--- src/rtl/sdram_cmd_pkg.sv ---
package sdram_cmd_pkg;
  localparam int NUM_BANKS = 2;
  localparam int MODE_W    = 10;
  localparam int CNT_W     = 4;

  typedef enum logic [3:0] {
    CMD_NONE    = 4'd0,
    CMD_DESL    = 4'd1,
    CMD_NOP     = 4'd2,
    CMD_MRS     = 4'd3,
    CMD_ACT     = 4'd4,
    CMD_PRE     = 4'd5,
    CMD_PREALL  = 4'd6,
    CMD_WR      = 4'd7,
    CMD_RD      = 4'd8,
    CMD_REF     = 4'd9,
    CMD_ILLEGAL = 4'd15
  } cmd_e;
endpackage

--- src/rtl/sdram_strobe_decode.sv ---
module sdram_strobe_decode
  import sdram_cmd_pkg::*;
#(
  parameter int ADDR_W   = 12,
  parameter int BANK_BIT = 11,
  parameter int AP_BIT   = 10,
  parameter int RSV_LSB  = 7,
  parameter int RSV_MSB  = 8
) (
  input  logic              cs_ni,
  input  logic              ras_ni,
  input  logic              cas_ni,
  input  logic              we_ni,
  input  logic [ADDR_W-1:0] addr_i,
  output cmd_e              raw_cmd_o,
  output logic              bank_o,
  output logic              ap_o,
  output logic              mrs_ok_o
);
  assign bank_o   = addr_i[BANK_BIT];
  assign ap_o     = addr_i[AP_BIT];
  assign mrs_ok_o = ~|addr_i[RSV_MSB:RSV_LSB];

  always_comb begin
    if (cs_ni) begin
      raw_cmd_o = CMD_DESL;
    end else begin
      unique case ({ras_ni, cas_ni, we_ni})
        3'b000:  raw_cmd_o = CMD_MRS;
        3'b001:  raw_cmd_o = CMD_REF;
        3'b010:  raw_cmd_o = ap_o ? CMD_PREALL : CMD_PRE;
        3'b011:  raw_cmd_o = CMD_ACT;
        3'b100:  raw_cmd_o = CMD_WR;
        3'b101:  raw_cmd_o = CMD_RD;
        3'b111:  raw_cmd_o = CMD_NOP;
        default: raw_cmd_o = CMD_ILLEGAL;
      endcase
    end
  end
endmodule

--- src/rtl/sdram_bank_tracker.sv ---
module sdram_bank_tracker #(
  parameter int CNT_W  = 4,
  parameter int MAX_BL = 8
) (
  input  logic             clk_i,
  input  logic             rst_ni,
  input  logic             open_i,
  input  logic             close_i,
  input  logic             ap_start_i,
  input  logic [CNT_W-1:0] bl_i,
  output logic             active_o,
  output logic             closing_o
);
  logic             active_q;
  logic [CNT_W-1:0] cnt_q;

  always_ff @(posedge clk_i or negedge rst_ni) begin
    if (!rst_ni) begin
      active_q <= 1'b0;
      cnt_q    <= '0;
    end else if (close_i) begin
      active_q <= 1'b0;
      cnt_q    <= '0;
    end else if (open_i) begin
      active_q <= 1'b1;
    end else if (ap_start_i) begin
      cnt_q <= bl_i;
    end else if (cnt_q != '0) begin
      if (cnt_q == CNT_W'(1)) active_q <= 1'b0;
      cnt_q <= cnt_q - CNT_W'(1);
    end
  end

  assign active_o  = active_q;
  assign closing_o = (cnt_q != '0);

  AST_TRK_OPEN_CLOSED: assert property (@(posedge clk_i) disable iff (!rst_ni)
    open_i |-> !active_q);
  AST_TRK_AP_OPEN: assert property (@(posedge clk_i) disable iff (!rst_ni)
    ap_start_i |-> (active_q && cnt_q == '0));
  AST_TRK_CNT_MAX: assert property (@(posedge clk_i) disable iff (!rst_ni)
    cnt_q <= CNT_W'(MAX_BL));
  AST_TRK_EXPIRE: assert property (@(posedge clk_i) disable iff (!rst_ni)
    (cnt_q == CNT_W'(1)) |=> !active_q);
endmodule

--- src/rtl/sdram_cmd_decoder.sv ---
module sdram_cmd_decoder
  import sdram_cmd_pkg::*;
#(
  parameter int ADDR_W   = 12,
  parameter int BANK_BIT = 11,
  parameter int AP_BIT   = 10
) (
  input  logic              clk_i,
  input  logic              rst_ni,
  input  logic              cke_i,
  input  logic              cs_ni,
  input  logic              ras_ni,
  input  logic              cas_ni,
  input  logic              we_ni,
  input  logic [ADDR_W-1:0] addr_i,
  output logic [3:0]        cmd_o,
  output logic              bank_o,
  output logic              auto_pre_o,
  output logic              err_o,
  output logic [1:0]        bank_act_o,
  output logic [MODE_W-1:0] mode_o
);
  localparam int MAX_BL = 8;

  cmd_e raw_cmd, cmd_d, cmd_q;
  logic sel, ap, mrs_ok, legal, exec;
  logic cke_q, bank_q, ap_q, err_q;
  logic [MODE_W-1:0] mode_q;
  logic [CNT_W-1:0]  bl;
  logic [NUM_BANKS-1:0] act, closing, b_open, b_close, b_ap;

  sdram_strobe_decode #(
    .ADDR_W(ADDR_W), .BANK_BIT(BANK_BIT), .AP_BIT(AP_BIT), .RSV_LSB(7), .RSV_MSB(8)
  ) i_dec (
    .cs_ni(cs_ni), .ras_ni(ras_ni), .cas_ni(cas_ni), .we_ni(we_ni), .addr_i(addr_i),
    .raw_cmd_o(raw_cmd), .bank_o(sel), .ap_o(ap), .mrs_ok_o(mrs_ok)
  );

  always_comb begin
    unique case (mode_q[2:0])
      3'd0:    bl = CNT_W'(1);
      3'd1:    bl = CNT_W'(2);
      3'd2:    bl = CNT_W'(4);
      default: bl = CNT_W'(MAX_BL);
    endcase
  end

  // legality against state before this edge
  always_comb begin
    unique case (raw_cmd)
      CMD_MRS:           legal = ~|act && mrs_ok;
      CMD_REF:           legal = ~|act;
      CMD_ACT:           legal = ~act[sel];
      CMD_RD, CMD_WR:    legal = act[sel] && !closing[sel];
      CMD_ILLEGAL:       legal = 1'b0;
      default:           legal = 1'b1;
    endcase
  end

  assign exec  = cke_q;
  assign cmd_d = !exec ? CMD_NONE : (legal ? raw_cmd : CMD_ILLEGAL);

  for (genvar b = 0; b < NUM_BANKS; b++) begin : g_bank
    assign b_open[b]  = (cmd_d == CMD_ACT) && (sel == 1'(b));
    assign b_close[b] = (cmd_d == CMD_PREALL) || ((cmd_d == CMD_PRE) && (sel == 1'(b)));
    assign b_ap[b]    = ((cmd_d == CMD_RD) || (cmd_d == CMD_WR)) && ap && (sel == 1'(b));

    sdram_bank_tracker #(.CNT_W(CNT_W), .MAX_BL(MAX_BL)) i_trk (
      .clk_i(clk_i), .rst_ni(rst_ni),
      .open_i(b_open[b]), .close_i(b_close[b]), .ap_start_i(b_ap[b]), .bl_i(bl),
      .active_o(act[b]), .closing_o(closing[b])
    );

    AST_OPEN_ONLY_BY_ACT: assert property (@(posedge clk_i) disable iff (!rst_ni)
      $rose(bank_act_o[b]) |-> (cmd_o == CMD_ACT && bank_o == 1'(b)));
  end

  always_ff @(posedge clk_i or negedge rst_ni) begin
    if (!rst_ni) begin
      cke_q  <= 1'b0;
      cmd_q  <= CMD_NONE;
      bank_q <= 1'b0;
      ap_q   <= 1'b0;
      err_q  <= 1'b0;
      mode_q <= '0;
    end else begin
      cke_q  <= cke_i;
      cmd_q  <= cmd_d;
      err_q  <= (cmd_d == CMD_ILLEGAL);
      bank_q <= (cmd_d inside {CMD_ACT, CMD_PRE, CMD_RD, CMD_WR}) ? sel : 1'b0;
      ap_q   <= (cmd_d inside {CMD_RD, CMD_WR}) ? ap : 1'b0;
      if (cmd_d == CMD_MRS) mode_q <= addr_i[MODE_W-1:0];
    end
  end

  assign cmd_o      = cmd_q;
  assign bank_o     = bank_q;
  assign auto_pre_o = ap_q;
  assign err_o      = err_q;
  assign bank_act_o = act;
  assign mode_o     = mode_q;

  AST_CKE_GATE: assert property (@(posedge clk_i) disable iff (!rst_ni)
    (cmd_o != CMD_NONE) |-> $past(cke_i, 2));
  AST_MRS_IDLE: assert property (@(posedge clk_i) disable iff (!rst_ni)
    (cmd_o == CMD_MRS || cmd_o == CMD_REF) |-> ($past(bank_act_o) == 2'b00));
  AST_RW_OPEN: assert property (@(posedge clk_i) disable iff (!rst_ni)
    (cmd_o == CMD_RD || cmd_o == CMD_WR) |-> |($past(bank_act_o) & (2'b01 << bank_o)));
  AST_ERR_MODE_HELD: assert property (@(posedge clk_i) disable iff (!rst_ni)
    err_o |-> $stable(mode_o));
  AST_ERR_CODE: assert property (@(posedge clk_i) disable iff (!rst_ni)
    err_o |-> (cmd_o == CMD_ILLEGAL && !auto_pre_o));
endmodule

--- config.mk ---
export PLATFORM = sky130hd
export DESIGN_NAME = sdram_cmd_decoder
export DESIGN_NICKNAME = d
export VERILOG_FILES = /design/src/rtl/sdram_cmd_pkg.sv /design/src/rtl/sdram_strobe_decode.sv /design/src/rtl/sdram_bank_tracker.sv /design/src/rtl/sdram_cmd_decoder.sv
export SDC_FILE = /design/constraint.sdc
export NUM_CORES = 1
export LEC_CHECK = 0
export BUFFER_PORTS_ARGS = -buffer_cell sky130_fd_sc_hd__buf_2
export CAP_MARGIN = 20
export CELL_PAD_IN_SITES_DETAIL_PLACEMENT = 1
export CELL_PAD_IN_SITES_GLOBAL_PLACEMENT = 1
export CORE_ASPECT_RATIO = 1.4
export CORE_MARGIN = 5
export CORE_UTILIZATION = 41
export CTS_CLUSTER_SIZE = 20
export DETAILED_ROUTE_END_ITERATION = 10
export PLACE_DENSITY = 0.9
export SETUP_SLACK_MARGIN = 0.2
export SLEW_MARGIN = 20
export SYNTH_ARGS = -nofsm -noshare
export SYNTH_HDL_FRONTEND = slang
export SYNTH_SLANG_ARGS = --single-unit
export TNS_END_PERCENT = 30
--- constraint.sdc ---
create_clock -name clk_i -period 3 [get_ports clk_i]
set_clock_uncertainty 0.1 [all_clocks]
set_input_delay 0.6 -clock clk_i [delete_from_list [all_inputs] [get_ports clk_i]]
set_output_delay 0.6 -clock clk_i [all_outputs]
set_load 0.05 [all_outputs]
==> metrics.md, run 1 <==
| Metric | Value |
|---|---|
| Setup repair bufs after CTS | `0` |
| Post-synthesis mux area share | `around 6.4%` |
| Setup ws final | `0.589 ns` |
| Root buffer cell | `clkbuf_8` |
| Pwr Density | `a little under 800 mW/mm^2` |
| Total Wirelength | `around 4700 um` |
| Status | `complete, no violations` |
| Routed wl met3 | `between 100 and 150 um` |
| Clk sinks | `28` |
| HP Class | `input pin to async pin` |
| Worst setup path startpoint | `g_bank[0].i_trk.cnt_q[1]` |
| Yosys warns | `0` |
| Number of flops mapped to enable cells by yosys | `0` |
| CP Class | `flip-flop to flip-flop` |
| Reg-to-reg endpoint | `g_bank[1].i_trk.cnt_q[2]` |
| Adder-Cell Fraction of Synth Area | `4.34%` |
| Synth Area in Simple Gates | `~22%` |
| Fin. max-slew vios | `0` |
| Max layer used | `met4` |
| Final critical-path required period | `around 2.4 ns` |
| HPWL after DPL | `~3500 um` |
| Die H | `just under 90 um` |
| DP Worst Slack | `0.522 ns` |
| Worst-Margin Slew | `roughly 0.62 ns` |
| Full die area | `approximately 0.0056 sq mm` |
| Fin util | `48.0%` |
| DRC | `0` |
| Num ports | `38` |
| Initial core utilization | `approximately two fifths` |
| Max FO, Critical Path | `4` |
| Startpoint types | `flip-flop` |
| CP required | `slightly above 3 ns` |
| Placed Area | `0.00193 sq mm` |
| Yosys reg bits | `28` |
| Final TNS setup | `0 ns` |
| Final Net Count | `228` |
| Synth Area in XOR/XNOR | `0%` |
| First-pass iteration count of the detailed router | `4` |
| FF-to-FF setup slack | `approximately 0.6 ns` |
| Cells after Synth | `167` |
| Sequential share of the synthesized area | `40.6%` |
| Fillers | `~470` |
| Clock latency on the worst-skew pair | `around 0.28 ns` |
| Largest family of logic cells by synthesized area | `simple AND/OR/NAND/NOR gates` |
| Mapped Nets | `approximately 190` |
| Overall power | `roughly 1.6 mW` |
| Share of layout cells above drive strength 1 | `~31%` |
| First-pass GRT wire length | `a little under 8000 um` |
| Initial antenna violation count | `0` |
| Cell total after placement | `between 200 and 250` |
| Largest net degree at the start of global routing | `29` |
| Worst VDD drop | `541 uV` |
| All-Layer GR Usage | `17.8%` |
| MaxCap Viol Count | `0` |
| Met2 wire len | `around 2600 um` |
| Synth area leaders | `dfrtp_1 (41%), mux2_2 (5.2%), ha_1 (4.3%)` |
| Tcrit/Tclk final | `between 80% and 90%` |
| Worst EP arrival | `~2.5 ns` |
| Rel. slew slack | `roughly three fifths` |
| # setup viols final | `0` |
| Crit path to | `g_bank[1].i_trk.cnt_q[2]` |
| CTS Buf Count | `3` |
| Achievable Freq | `415 MHz` |
| Final ANT Viol Nets | `0` |
| GR Overflow Total | `0` |
| R2R cell count | `7` |
| Fraction of registers with async set/reset | `100%` |
| FF-to-FF Start | `g_bank[0].i_trk.cnt_q[1]` |
| Synth Flop Type | `dfrtp_1` |
| Ant diodes | `0` |
| Netlist cell types | `52` |
| Area delta synth->final | `15.9%` |
| Post_cts resized | `0` |
| Gpl congestion | `roughly 0.86` |
| Bufs on Longest Clock Path | `2` |
| CTS tree | `yes` |
| Avg Cell Area, Syn | `slightly above 10 sq um` |
| Area share of the largest cell type after synthesis | `40.6%` |
| H-tree depth | `1` |
| Endpoint type of the worst setup path | `flip-flop` |
| Vias per inst | `between 6 and 7` |
| M1 WL | `roughly 1800 um` |
| Vias | `roughly 1500` |
| Final hold violations | `0` |
| Non-Filler Instances | `~250` |
| Hold-fix buffers, CTS | `0` |
| Vias in the first global route | `between 1500 and 2000` |
| Hold_ws | `0.223 ns` |
| Synth Area in Compound Gates | `between 20% and 30%` |
| Multi-input logic area | `approximately 940 sq um` |
| Core area | `between 0.004 and 0.005 sq mm` |
| Final instance area | `about 0.0020 sq mm` |
| Unrepaired setup endpoints after global routing | `false` |
| WL/cell | `18.9 um` |
| Die W | `~65 um` |
| IO buf count | `37` |
| Reg area | `701 sq um` |
| Synth area leader | `dfrtp_1` |
| Starting DRT DRC Count | `34` |
| Clock slew at reported path FFs | `about 0.10 ns` |
| Post-synth design cell area | `about 0.0017 sq mm` |
| Core Rows | `28` |
| Static Leak | `~0.96 nW` |
## cell families (layout without fill, tap and decap cells)
kind of cell               after synthesis  count (layout)
buffers and inverters                   17              52
adders and majority gates                6               6
AOI/OAI and AO/OA                       50              50
muxes                                   10              10
and+or+nand+nor                         56              56
DFF                                     28              28
## worst min-delay path by stage
stage               from         end  slack (ns)
6_report          rst_ni    cmd_o[2]        0.22
5_1_grt           rst_ni    cmd_o[2]        0.27
4_1_cts           rst_ni    cmd_o[2]        0.24
3_5_place_dp   mode_o[7]   mode_o[7]        0.38
3_3_place_gp   mode_o[7]   mode_o[7]        0.37
2_1_floorplan     rst_ni  auto_pre_o        0.20
## area by class of cell
| cell class | instances | share of cell area [%] |
|---|---|---|
| flip-flops and latches | 28 | 35.0 |
| well taps | 45 | 2.81 |
| multi-input cells | 122 | 46.9 |
| clock buffers | 3 | 2.06 |
| repair buffers | 39 | 10.0 |
| clock inverters | 1 | 1.50 |
| inverters | 9 | 1.69 |
## flip-flops by register name, summed over array words and instances, names as in the netlist
| name | cells |
|---|---|
| mode_o | 10 |
| g_bank.i_trk.cnt_q | 8 |
| cmd_o | 4 |
| g_bank.i_trk.active_o | 2 |
| auto_pre_o | 1 |
| bank_o | 1 |
| cke_q | 1 |
| err_o | 1 |
## routing by layer
layer  track usage [%]  vias to the layer above
li1                  -                      700
met1              19.7                      756
met2              33.7                       38
met3              1.69                       13
met4              7.88                        0
met5                 0                        -
## synth_stat cells, types with 2 or more instances
cell,n
dfrtp_1,28
nor2_1,10
a21oi_1,9
inv_1,9
mux2_2,8
nand2_1,8
a31oi_1,7
ha_1,6
nand2b_1,5
nand3_1,5
o211ai_1,4
and2b_1,3
clkbuf_1,3
nor3_1,3
o211a_1,3
o21ai_0,3
o2bb2ai_1,3
a22o_1,2
a22oi_1,2
a31o_2,2
and2_1,2
and4bb_2,2
buf_4,2
buf_6,2
mux2i_1,2
nand3b_1,2
nand4bb_1,2
nor3b_2,2
o21a_1,2
o22ai_1,2
o31ai_1,2
or3_1,2
## where the power goes
| part | switching (mW) | internal (mW) | leakage (nW) |
|---|---|---|---|
| logic | 0.438 | 0.259 | 0.568 |
| clock network | 0.124 | 0.179 | 0.0357 |
| registers | 0.103 | 0.475 | 0.356 |
## cell usage in the layout (no fill, tap or decap), types with 3 or more instances in the layout
cell type,netlist,routed
o21ai_0,3,3
a21oi_1,9,9
buf_2,1,37
o2bb2ai_1,3,3
dfrtp_1,28,28
and2b_1,3,3
mux2_2,8,8
a31oi_1,7,7
nor3_1,3,3
nand3_1,5,5
o211a_1,3,3
nand2_1,8,8
ha_1,6,6
inv_1,9,9
nand2b_1,5,5
nor2_1,10,10
o211ai_1,4,4
clkbuf_8,0,3
## worst max-delay path: stages, from the launching register on
cell and delay [ns]:
dfrtp_1 0.40, inv_1 0.15, ha_1 0.23, nor3b_2 0.31
a22oi_1 0.21, o31ai_1 0.34, or3b_1 0.41, o22ai_1 0.19
Power figures use the tool's default switching activity.
==> run 2: changes to the inputs <==
==> constraint.sdc (replaced) <==
create_clock -name clk_i -period 2.4 [get_ports clk_i]
set_clock_uncertainty 0.1 [all_clocks]
set_input_delay 0.48 -clock clk_i [delete_from_list [all_inputs] [get_ports clk_i]]
set_output_delay 0.48 -clock clk_i [all_outputs]
set_load 0.05 [all_outputs]
==> metrics.md, run 2 (same netlist as run 1, synthesis figures left out) <==
| Metric | Value |
|---|---|
| Slowest CP cell | `dfrtp_1` |
| Final hold violations | `0` |
| Critical path buffer and inverter count | `2` |
| Max FFs per register | `10` |
| CTS tree | `yes` |
| Gpl congestion | `roughly 0.86` |
| Ant diodes | `0` |
| Core Rows | `28` |
| Worst-Margin Slew | `0.631 ns` |
| HP Class | `input pin to async pin` |
| Cell total after placement | `~250` |
| Commonest non-fill, non-tap cells in the layout | `buf_2 (37), dfrtp_1 (28), buf_4 (14), nor2_1 (10), a21oi_1 (9)` |
| Startpoint types | `flip-flop` |
| First-pass GRT wire length | `about 9200 um` |
| Clk sinks | `28` |
| Max FO, Critical Path | `5` |
| WL/cell | `21.3 um` |
| Endpoint type of the worst setup path | `flip-flop` |
| Area delta synth->final | `25.1%` |
| Pwr Density | `a little over 1000 mW/mm^2` |
| Bufs on Longest Clock Path | `2` |
| Max incr delay on CP | `just over 0.4 ns` |
| All-Layer GR Usage | `21.3%` |
| Final critical-path required period | `between 2 and 2.5 ns` |
| Share of layout cells above drive strength 1 | `39.1%` |
| Fin util | `roughly half` |
| IO buf count | `37` |
| Core area | `roughly 0.0042 sq mm` |
| Starting DRT DRC Count | `19` |
| Num ports | `38` |
| HPWL after DPL | `roughly 3700 um` |
| Largest net degree at the start of global routing | `29` |
| Final Net Count | `around 240` |
| H-tree depth | `1` |
| Root buffer cell | `clkbuf_8` |
| Non-Filler Instances | `260` |
| Vias in the first global route | `1892` |
| Final TNS setup | `0 ns` |
| Vias | `roughly 1600` |
| Worst EP arrival | `between 2 and 2.5 ns` |
| Die W | `64.9 um` |
| Full die area | `about 0.0056 sq mm` |
| Status | `complete, no violations` |
| Tcrit/Tclk final | `92.1%` |
| CP top delay family | `simple AND/OR/NAND/NOR gates` |
| CP Class | `flip-flop to flip-flop` |
| Initial core utilization | `around 41%` |
| GR Overflow Total | `0` |
| Initial antenna violation count | `0` |
| DRC | `0` |
| Static Leak | `1.03 nW` |
| Fin. max-slew vios | `0` |
| CP cell instances | `inv_2 -> ha_4 -> nor3b_4 -> a22o_4 -> nor3_4 -> nor4b_4 -> buf_6 -> mux2_2` |
| Die H | `86.8 um` |
| MaxCap Viol Count | `0` |
| Fillers | `466` |
| Commonest non-fill, non-tap cell in the layout | `buf_2` |
| Vias per inst | `around 6.3` |
| Final ANT Viol Nets | `0` |
| Unrepaired setup endpoints after global routing | `true` |
| DP Worst Slack | `0.117 ns` |
| Total Wirelength | `~5500 um` |
| CTS Buf Count | `3` |
| Clock slew at reported path FFs | `0.10 ns` |
| Clock latency on the worst-skew pair | `approximately 0.28 ns` |
| First-pass iteration count of the detailed router | `4` |
| Worst VDD drop | `approximately 610 uV` |
| # setup viols final | `0` |
| Setup ws final | `between 0.15 and 0.2 ns` |
| CP required | `between 2 and 2.5 ns` |
| Achievable Freq | `453 MHz` |
| Hold-fix buffers, CTS | `0` |
| Rel. slew slack | `roughly 58%` |
==> run 2: cell count changes in the layout (fill, tap and decap cells not counted), moves of 3 or more <==
cell / delta
buf_4: +12
inv_1: -4
inv_2: +4
mux2_2: -3
mux2_4: +3
==> run 2: timing repair <==
| action | in CTS | in global routing |
|---|---|---|
| endpoints found under the setup margin | 12 | 15 |
| buffers inserted | 10 | 0 |
| gates resized for setup | 10 | 5 |
| pin swaps | 5 | 3 |
| cloned | 1 | 0 |
==> run 2: stage by stage <==
step / total power, mW / hold WS, ns / cell area [sq um]
floorplan: 1.40 / 0.0844 / 1740
global route: 2.33 / 0.146 / 2160
CTS: 2.15 / 0.126 / 2140
global placement: 1.60 / 0.366 / 1960
detailed placement: 1.63 / 0.376 / 1960
finish: 2.20 / 0.107 / 2160
==> run 2: cell type report <==
| cell class | instances | area [sq um] | share of cell area (%) |
|---|---|---|---|
| repair buffers | 52 | 302 | 13.9 |
| clock buffers | 3 | 41.3 | 1.91 |
| multi-input cells | 122 | 998 | 46.2 |
| well taps | 45 | 56.3 | 2.60 |
| clock inverters | 1 | 30.0 | 1.39 |
| flip-flops and latches | 28 | 701 | 32.4 |
| inverters | 9 | 33.8 | 1.56 |
==> run 2: final timing paths <==
check                                               from                  endpoint  slack [ns]  depth (start not counted)
min in group clk_i                                 cke_i                     cke_q        0.21                          1
worst max register to register  g_bank[0].i_trk.cnt_q[1]                 mode_o[6]        0.19                          8
max in group asynchronous                         rst_ni  g_bank[1].i_trk.active_o        1.68                          1
worst min register to register                 mode_o[8]                 mode_o[8]        0.40                          1
worst min-delay path                              rst_ni                 mode_o[6]        0.11                          1
worst max-delay path            g_bank[0].i_trk.cnt_q[1]                 mode_o[6]        0.19                          8
==> run 2: report_power, final <==
part,total (mW),internal [mW],switching (mW)
sequential,0.730,0.593,0.137
clock,0.378,0.224,0.155
combinational,1.09,0.440,0.651
total,2.20,1.26,0.942
==> run 2: per-layer routing <==
metal | GRT usage, % | share of wire (%) | vias up
li1 | - | - | 727
met1 | 21.2 | 34 | 805
met2 | 39.3 | 56 | 65
met3 | 3.76 | 4.6 | 28
met4 | 14.6 | 6.0 | 0
met5 | 0 | 0 | -
